**src/rtl/uart_regbank.sv**
```systemverilog
module uart_regbank #(
  parameter int ADDR_W  = 5,
  parameter int MDR_OFF = 8,
  parameter int SCR_OFF = 16
) (
  input  logic              clk,
  input  logic              rst_n,
  input  logic [ADDR_W-1:0] addr,
  input  logic              wr_en,
  input  logic [7:0]        wdata,
  output logic [7:0]        rdata,
  output logic [7:0]        line_ctrl,
  output logic [7:0]        int_en,
  output logic [7:0]        modem_ctrl,
  output logic [7:0]        feat_ctrl,
  output logic [2:0]        mode_sel,
  output logic [7:0]        supp_ctrl,
  output logic [15:0]       div_latch,
  output logic              div_err
);
  localparam logic [ADDR_W-1:0] A_LO  = ADDR_W'(0);
  localparam logic [ADDR_W-1:0] A_HI  = ADDR_W'(1);
  localparam logic [ADDR_W-1:0] A_EFR = ADDR_W'(2);
  localparam logic [ADDR_W-1:0] A_LCR = ADDR_W'(3);
  localparam logic [ADDR_W-1:0] A_MCR = ADDR_W'(4);
  localparam logic [ADDR_W-1:0] A_MDR = ADDR_W'(MDR_OFF);
  localparam logic [ADDR_W-1:0] A_SCR = ADDR_W'(SCR_OFF);
  localparam logic [7:0]        CFG_B = 8'hBF;

  logic [7:0] lcr_q, ier_q, mcr_q, efr_q, scr_q, dll_q, dlh_q;
  logic [2:0] mdr_q;
  logic       err_q;

  wire mode_b   = (lcr_q == CFG_B);
  wire cfg_any  = lcr_q[7];
  wire enh      = efr_q[4];
  wire div_ok   = (mdr_q == 3'd7) && !ier_q[4];
  wire div_hit  = wr_en && cfg_any && (addr == A_LO || addr == A_HI);
  wire mcr_vis  = !mode_b;

  always_ff @(posedge clk) begin
    if (!rst_n) begin
      lcr_q <= 8'h00; ier_q <= 8'h00; mcr_q <= 8'h00; efr_q <= 8'h00;
      scr_q <= 8'h00; dll_q <= 8'h00; dlh_q <= 8'h00; mdr_q <= 3'd7;
      err_q <= 1'b0;
    end else if (wr_en) begin
      case (addr)
        A_LCR: lcr_q <= wdata;
        A_MDR: mdr_q <= wdata[2:0];
        A_SCR: scr_q <= wdata;
        A_EFR: if (mode_b) efr_q <= wdata;
        A_MCR: if (mcr_vis) mcr_q <= {wdata[7], enh ? wdata[6] : mcr_q[6], wdata[5:0]};
        A_HI:  if (!cfg_any) ier_q <= {enh ? wdata[7:4] : ier_q[7:4], wdata[3:0]};
        default: ;
      endcase
      if (div_hit) begin
        if (div_ok) begin
          if (addr == A_LO) dll_q <= wdata;
          else              dlh_q <= wdata;
        end else begin
          err_q <= 1'b1;
        end
      end
    end
  end

  always_comb begin
    rdata = 8'h00;
    case (addr)
      A_LCR: rdata = lcr_q;
      A_MDR: rdata = {5'b0, mdr_q};
      A_SCR: rdata = scr_q;
      A_EFR: rdata = mode_b ? efr_q : 8'h00;
      A_MCR: rdata = mcr_vis ? mcr_q : 8'h00;
      A_LO:  rdata = cfg_any ? dll_q : 8'h00;
      A_HI:  rdata = cfg_any ? dlh_q : ier_q;
      default: rdata = 8'h00;
    endcase
  end

  assign line_ctrl  = lcr_q;
  assign int_en     = ier_q;
  assign modem_ctrl = mcr_q;
  assign feat_ctrl  = efr_q;
  assign mode_sel   = mdr_q;
  assign supp_ctrl  = scr_q;
  assign div_latch  = {dlh_q, dll_q};
  assign div_err    = err_q;

  a_r7_div_refused: assert property (@(posedge clk) disable iff (!rst_n)
    (div_hit && !div_ok) |=> ($stable(div_latch) && div_err));

  a_r7_err_sticky: assert property (@(posedge clk) disable iff (!rst_n)
    div_err |=> div_err);

  a_r5_ier_locked: assert property (@(posedge clk) disable iff (!rst_n)
    (wr_en && addr == A_HI && !lcr_q[7] && !feat_ctrl[4]) |=> (int_en[7:4] == $past(int_en[7:4])));

  a_r3_efr_mode_b: assert property (@(posedge clk) disable iff (!rst_n)
    (wr_en && addr == A_EFR && line_ctrl == 8'hBF) |=> (feat_ctrl == $past(wdata)));

  a_r3_efr_guard: assert property (@(posedge clk) disable iff (!rst_n)
    (wr_en && addr == A_EFR && line_ctrl != 8'hBF) |=> $stable(feat_ctrl));

  a_r1_lcr_write: assert property (@(posedge clk) disable iff (!rst_n)
    (wr_en && addr == A_LCR) |=> (line_ctrl == $past(wdata)));

  a_r6_mcr_locked: assert property (@(posedge clk) disable iff (!rst_n)
    (wr_en && addr == A_MCR && !feat_ctrl[4]) |=> (modem_ctrl[6] == $past(modem_ctrl[6])));
endmodule

```
**config.mk**
```make
export PLATFORM = sky130hd
export DESIGN_NAME = uart_regbank
export DESIGN_NICKNAME = d
export VERILOG_FILES = /design/src/rtl/uart_regbank.sv
export SDC_FILE = /design/constraint.sdc
export NUM_CORES = 1
export LEC_CHECK = 0
export BUFFER_PORTS_ARGS = -buffer_cell sky130_fd_sc_hd__buf_2
export CAP_MARGIN = 20
export CORE_AREA = 2 2 63 110
export CTS_CLUSTER_DIAMETER = 80
export DETAILED_ROUTE_END_ITERATION = 16
export DIE_AREA = 0 0 65 112
export PLACE_DENSITY_LB_ADDON = 0.1
export REMOVE_ABC_BUFFERS = 1
export SLEW_MARGIN = 40
export SYNTH_ARGS = -nofsm -noshare
export SYNTH_HDL_FRONTEND = slang
export SYNTH_SLANG_ARGS = --single-unit
```
**constraint.sdc**
```tcl
create_clock -name clk -period 2.3 [get_ports clk]
set_clock_uncertainty 0.1 [all_clocks]
set_input_delay 0.23 -clock clk [delete_from_list [all_inputs] [get_ports clk]]
set_output_delay 0.23 -clock clk [all_outputs]
set_load 0.01 [all_outputs]
```
==> results by group, run 1 <==
Clocking
  • Clock-pin slew of the registers on the worst-case setup and hold paths: 50 ps
  • Sink Count: 60
  • Root Driver: clkbuf_16
  • Worst-Skew Late Latency: 330 ps
  • Clock tree buffer depth: 2
  • H-Tree Level Count: 3
  • CTS tree: built
  • Total CTS buffers: 9

Hold path
  • Hold Path Depth: 3
  • Worst min path class: in2reg

Power and ir drop
  • P per Cell Area: 659 nW/um^2
  • Maximum VDD drop: 0.000406 V
  • Final Power: 2.43 mW
  • Leak: 1.72 nW

Logic synthesis
  • Area of the mapped netlist: 2810 um^2
  • Mapped Avg Cell Area: 9.67 um^2
  • Synth Flop Type: dfxtp_1
  • Most common cell in the netlist: dfxtp_1
  • Register area share after synthesis: 42.7%
  • Top post-synthesis cells by count: dfxtp_1, mux2i_1, nand2_1
  • Yosys top cell by area: dfxtp_1
  • Largest cells by area after synthesis: dfxtp_1, mux2i_1, nor2b_1
  • Yosys reg bits: 60
  • Synth Warn #: 0
  • Synth cell types: 36
  • Share of Yosys cell area claimed by the top area cell type: 42.7%
  • Number of synthesized flops with an enable pin: 0
  • Cells after Synth: 291
  • Asr flop ratio synth: 0%

Finish
  • Layout cell share with drive strength beyond 1: 32.7%
  • Non-filler cells, final: 470
  • # fillers: 592
  • Syn-to-layout area delta: 31.1%
  • Final Net Count: 399
  • Antenna cell count: 0
  • Post-route design area: 3690 um^2

Timing
  • Worst Setup Slack, final: -0.0198 ps
  • Final hold viol count: 0
  • FMAX: 435 MHz
  • Worst Max-Slew Pin Slew: 532 ps
  • Fin Setup TNS: -0.0198 ps
  • Max-slew violations: 0
  • Minimum clock period: 2300 ps
  • Relative slew margins: 64.5%
  • Final setup vio count: 1
  • Hold Slack: 122 ps
  • Final worst path period share: 100%
  • RSZ-0062 raised after global routing: false

Global route
  • Initial antenna violation count: 0
  • Vias in the first global route: 2506
  • GRT Util Overall: 24.9%
  • GRT Residual Overflow: 0
  • Global-route wire length before repair: 13400 um
  • Largest net degree at the start of global routing: 41

Die
  • Die Height: 112 um
  • Starting Density: 44.0%
  • Placement row count: 39
  • Die Width: 65 um
  • Die footprint: 7280 um^2
  • IO Pins: 84
  • Core area: 6390 um^2

Setup path
  • Critical path startpoint category: flip-flop
  • CP Capture Type: primary output
  • Critical Path Fanout Max: 5
  • CP Class: reg2out
  • Crit path arrival time: 1970 ps
  • Path depth of the worst reg2reg path: 6
  • Worst EP required: 1970 ps

Route
  • Final antenna-violating net count: 0
  • Drt first pass iters: 5
  • DRT iter0 DRCs: 193
  • Final wirelength: 8690 um
  • Via count: 2579
  • Vias per cell: 5.49
  • # DRC: 0
  • WL/cell: 18.5 um

Outcome
  • Failing checks: setup timing
  • Run status: complete, but fails checks

Place
  • Port bufs: 83
  • Placed Cells: 451
  • Dpl hpwl: 6230 um
  • DP Area: 3380 um^2
  • Final RePlAce weighted congestion: 0.840

Run
  • Max_cap viols: 0
-- layer usage --
metal / wire length [um] / share of wire, % / GRT usage (%)
met1: 3450 / 40 / 28.7
met2: 4510 / 52 / 42.1
met3: 526 / 6.1 / 6.97
met4: 201 / 2.3 / 11.1
met5: 0 / 0 / 0
-- final cells by class --
type	count	area [um^2]	share of cell area, %
Multi-Input combinational cell	208	1520	41.2
Sequential cell	60	1200	32.6
Timing Repair Buffer	102	574	15.6
Clock buffer	15	278	7.53
Tap cell	82	103	2.78
Inverter	2	7.51	0.204
Clock inverter	1	5.00	0.136
-- layout by cell type, fill, tap and decap left out, types with 2 or more instances in the layout --
cell type,instances
a21boi_1,2
o21ai_0,3
clkbuf_16,9
nand4_1,3
clkbuf_1,3
and2_1,4
a32oi_1,5
clkbuf_8,3
mux2i_1,54
inv_1,2
buf_2,83
dfxtp_1,59
mux2_2,4
nand4b_1,2
nand2_1,44
nor3_1,2
a22oi_1,7
nor4b_2,2
buf_4,17
a222oi_1,7
nand3_1,15
nor2b_1,34
and4_1,2
a21boi_0,6
-- worst paths after layout --
path	slack, ps	endpoint	start
max	-0.02	rdata[0]	line_ctrl[7]
min	120	supp_ctrl[6]	wdata[6]
max reg2reg	640	modem_ctrl[2]	line_ctrl[6]
min reg2reg	380	supp_ctrl[5]	supp_ctrl[5]
-- state kept, by name (all words and copies together), names as in the netlist --
register,count
dlh_q,8
dll_q,8
feat_ctrl,8
int_en,8
line_ctrl,8
modem_ctrl,8
supp_ctrl,8
mode_sel,3
div_err,1
-- critical path, stage by stage, from the launching register on --
cell      delay, ps
dfxtp_2         350
buf_4           150
mux2_2          330
a222oi_1        470
nand3_1         160
buf_2           180
-- power by group --
part           switching (mW)  internal (mW)  leakage (nW)  total [mW]
clock network           0.443          0.815         0.140        1.26
logic                  0.0789         0.0447          1.10       0.124
registers             0.00375           1.05         0.484        1.05
-- what timing repair did --
item | CTS | global route
setup endpoints to repair | 5 | 4
buffers inserted | 0 | 3
pin swaps | 2 | 4
hold buffers | 0 | 0
resized for setup | 2 | 1
-- stage by stage --
stage               setup WS, ps  utilization, %
floorplan                    102               -
global placement             280            52.8
detailed placement           273            52.8
CTS                         1.17            57.3
global route                4.75            57.7
finish                   -0.0198            57.7
-- kinds of logic after synthesis --
family / after synthesis / share of synthesized area (%)
mux: 58 / 20.8
buf+inv: 23 / 3.60
flops: 60 / 42.7
simple gates: 117 / 23.4
compound gates: 33 / 9.47
Power figures use the tool's default switching activity.
==> run 2, diff against run 1 <==
- CORE_AREA: 2 2 63 110 -> 2 2 106 67
- CTS_BUF_LIST: not set -> sky130_fd_sc_hd__clkbuf_16
- DIE_AREA: 0 0 65 112 -> 0 0 108 69
==> results by group, run 2 (same netlist as run 1, synthesis figures left out) <==
Outcome
  • Run status: completed

Run
  • Max_cap viols: 0 (unchanged)

Hold path
  • WHS Endpoint: supp_ctrl[5]
  • HP Start: wdata[5]
  • Worst min path class: in2reg
  • Hold Path Depth: 3 (unchanged)

Route
  • Final wirelength: 8950 um (+3.0%)
  • Post-Route M1 WL: 4470 um (+30%)
  • DRT iter0 DRCs: 229 (+19%)
  • Vias per cell: 5.60 (+2.1%)
  • Via count: 2667 (+3.4%)
  • Drt first pass iters: 6 (+1)
  • Final antenna-violating net count: 0 (unchanged)
  • Top sig layer: met4
  • Metal3 WL: 792 um (+51%)
  • # DRC: 0 (unchanged)
  • WL/cell: 18.8 um (+1.7%)
  • Wire length on met2: 3620 um (-20%)

Finish
  • Post-route design area: 3710 um^2 (+0.61%)
  • Antenna cell count: 0 (unchanged)
  • Final Net Count: 401 (+0.50%)
  • # fillers: 603 (+1.9%)
  • Layout cell share with drive strength beyond 1: 35.5% (+2.7 points)
  • Commonest non-fill, non-tap cell in the layout: buf_2
  • Syn-to-layout area delta: 31.9%
  • Most frequent cells in the layout: buf_2, dfxtp_1, mux2i_1

Place
  • Final RePlAce weighted congestion: 0.892 (+6.2%)
  • Port bufs: 83 (unchanged)
  • Dpl hpwl: 6480 um (+4.1%)
  • DP Area: 3360 um^2 (-0.41%)

Clocking
  • Root Driver: clkbuf_16
  • Cts hold-fix bufs: 0 (unchanged)
  • Clock-pin slew of the registers on the worst-case setup and hold paths: 50 ps (about the same)
  • Sink Count: 60 (unchanged)
  • Clock tree buffer depth: 2 (unchanged)
  • H-Tree Level Count: 3 (unchanged)
  • CTS tree: built
  • Total CTS buffers: 9 (unchanged)
  • Worst-Skew Late Latency: 320 ps (about the same)

Power and ir drop
  • Clock power share: 49.8% (-2.0 points)
  • P per Cell Area: 629 nW/um^2 (-4.6%)
  • Net Sw Power: 0.535 mW (+1.7%)
  • Leak: 1.72 nW (about the same)
  • Internal power: 1.80 mW (-5.6%)
  • Final Power: 2.33 mW (-4.0%)
  • Comb pwr share: 5.3% (+0.2 points)
  • Maximum VDD drop: 0.000377 V (-7.2%)
  • Sw Share: 22.9% (+1.3 points)
  • Part of the power in registers: 44.9% (+1.7 points)

Die
  • IO Pins: 84 (unchanged)
  • Core area: 6470 um^2 (+1.3%)
  • Die footprint: 7450 um^2 (+2.4%)
  • Die Width: 108 um (+66%)
  • Die Height: 69 um (-38%)
  • Placement row count: 23 (-41%)
  • Starting Density: 43.4% (-0.56 points)

Setup path
  • Reg2reg end: feat_ctrl[1]
  • CP Class: reg2out
  • Slowest cell on crit path: o2111a_2
  • Path depth of the worst reg2reg path: 6 (unchanged)
  • Reg-to-reg slack, setup: 410 ps (-230 ps)
  • CP max stage delay: 400 ps (-70 ps)
  • Crit path arrival time: 1920 ps (-50 ps)
  • Critical Path Fanout Max: 5 (unchanged)
  • Worst EP required: 1970 ps (about the same)
  • R2r startpoint: line_ctrl[6]
  • Buffers and inverters on the worst path: 1 (-1)
  • Critical path startpoint category: flip-flop
  • Crit-path cells: nand4b_1 -> o2111a_2 -> a222oi_1 -> nand2_1 -> buf_2
  • CP Capture Type: primary output
  • Critical path's top delay family: compound AO/OA/AOI/OAI gates

Timing
  • Final hold viol count: 0 (unchanged)
  • Fin Setup TNS: 0 ps (+0.0198 ps)
  • Worst Max-Slew Pin Slew: 628 ps (+96.5 ps)
  • FMAX: 444 MHz (+2.1%)
  • Relative slew margins: 58.1% (-6.4 points)
  • Final worst path period share: 98.0% (-2.1 points)
  • RSZ-0062 raised after global routing: true
  • Minimum clock period: 2250 ps (-47.2 ps)
  • Final setup vio count: 0 (-1)
  • Max-slew violations: 0 (unchanged)

Global route
  • GRT Residual Overflow: 0 (unchanged)
  • GRT Util Overall: 24.1% (-0.87 points)
  • Largest net degree at the start of global routing: 37 (-9.8%)
  • Initial antenna violation count: 0 (unchanged)
  • Vias in the first global route: 2349 (-6.3%)
  • Global-route wire length before repair: 13600 um (+1.2%)
## run 2: changes by cell type in the layout (fill, tap and decap cells not counted), moves of 2 or more
| cell | before | now |
|---|---|---|
| a22oi_2 | 0 | 5 |
| dfxtp_1 | 59 | 56 |
| buf_4 | 17 | 19 |
| a22oi_1 | 7 | 2 |
| clkbuf_1 | 3 | 0 |
| clkbuf_8 | 3 | 0 |
| dfxtp_2 | 1 | 3 |
## run 2: layout make-up
class / instances / area (um^2) / area share, %
clock buffer: 9 / 225 / 6.07
timing repair buffer: 103 / 569 / 15.3
sequential: 60 / 1210 / 32.6
inverter: 2 / 7.51 / 0.202
multi-input combinational: 209 / 1560 / 42.0
tap: 87 / 109 / 2.93
clock inverter: 6 / 33.8 / 0.911
## run 2: metrics by stage
stage	hold WS [ps]	instances	setup slack, ps	utilization (%)
finish	136	476	47.1	57.3
global route	150	476	4.38	57.3
CTS	130	470	1.17	56.0
detailed placement	374	455	230	51.9
global placement	363	455	259	51.9
floorplan	192	270	102	-
## run 2: metal layers
metal  GRT usage, %  vias up
li1               -     1248
met1           38.5     1276
met2           31.3      133
met3           6.34       10
met4           5.56        0
met5              0        -
## run 2: what timing repair did
action / CTS / global route
setup endpoints to repair: 6 / 8
pin swaps: 0 / 8
gates resized for setup: 2 / 12
cloned: 0 / 1
buffers inserted: 0 / 5
## run 2: worst max path at each step
stage	slack, ps	cells past startpoint	end	from
detailed placement	230	5	rdata[7]	line_ctrl[0]
global route	4	5	rdata[5]	line_ctrl[6]
global placement	260	5	rdata[7]	line_ctrl[0]
CTS	1	5	rdata[2]	line_ctrl[0]
floorplan	100	4	dlh_q[0]	addr[3]
finish	50	5	rdata[4]	line_ctrl[6]
## run 2: power by group through the flow
stage | sequential, mW | combinational [mW] | clock (mW)
after floorplan | 1.07 | 0.0377 | 0
after global placement | 1.07 | 0.119 | 0
after detailed placement | 1.07 | 0.119 | 0
after CTS | 1.05 | 0.120 | 1.17
after global routing | 1.05 | 0.133 | 1.23
final | 1.05 | 0.124 | 1.16
## run 2: worst min-delay path, stage by stage
cell and delay, ps:
buf_2 150, nand3_1 70, a21boi_1 50
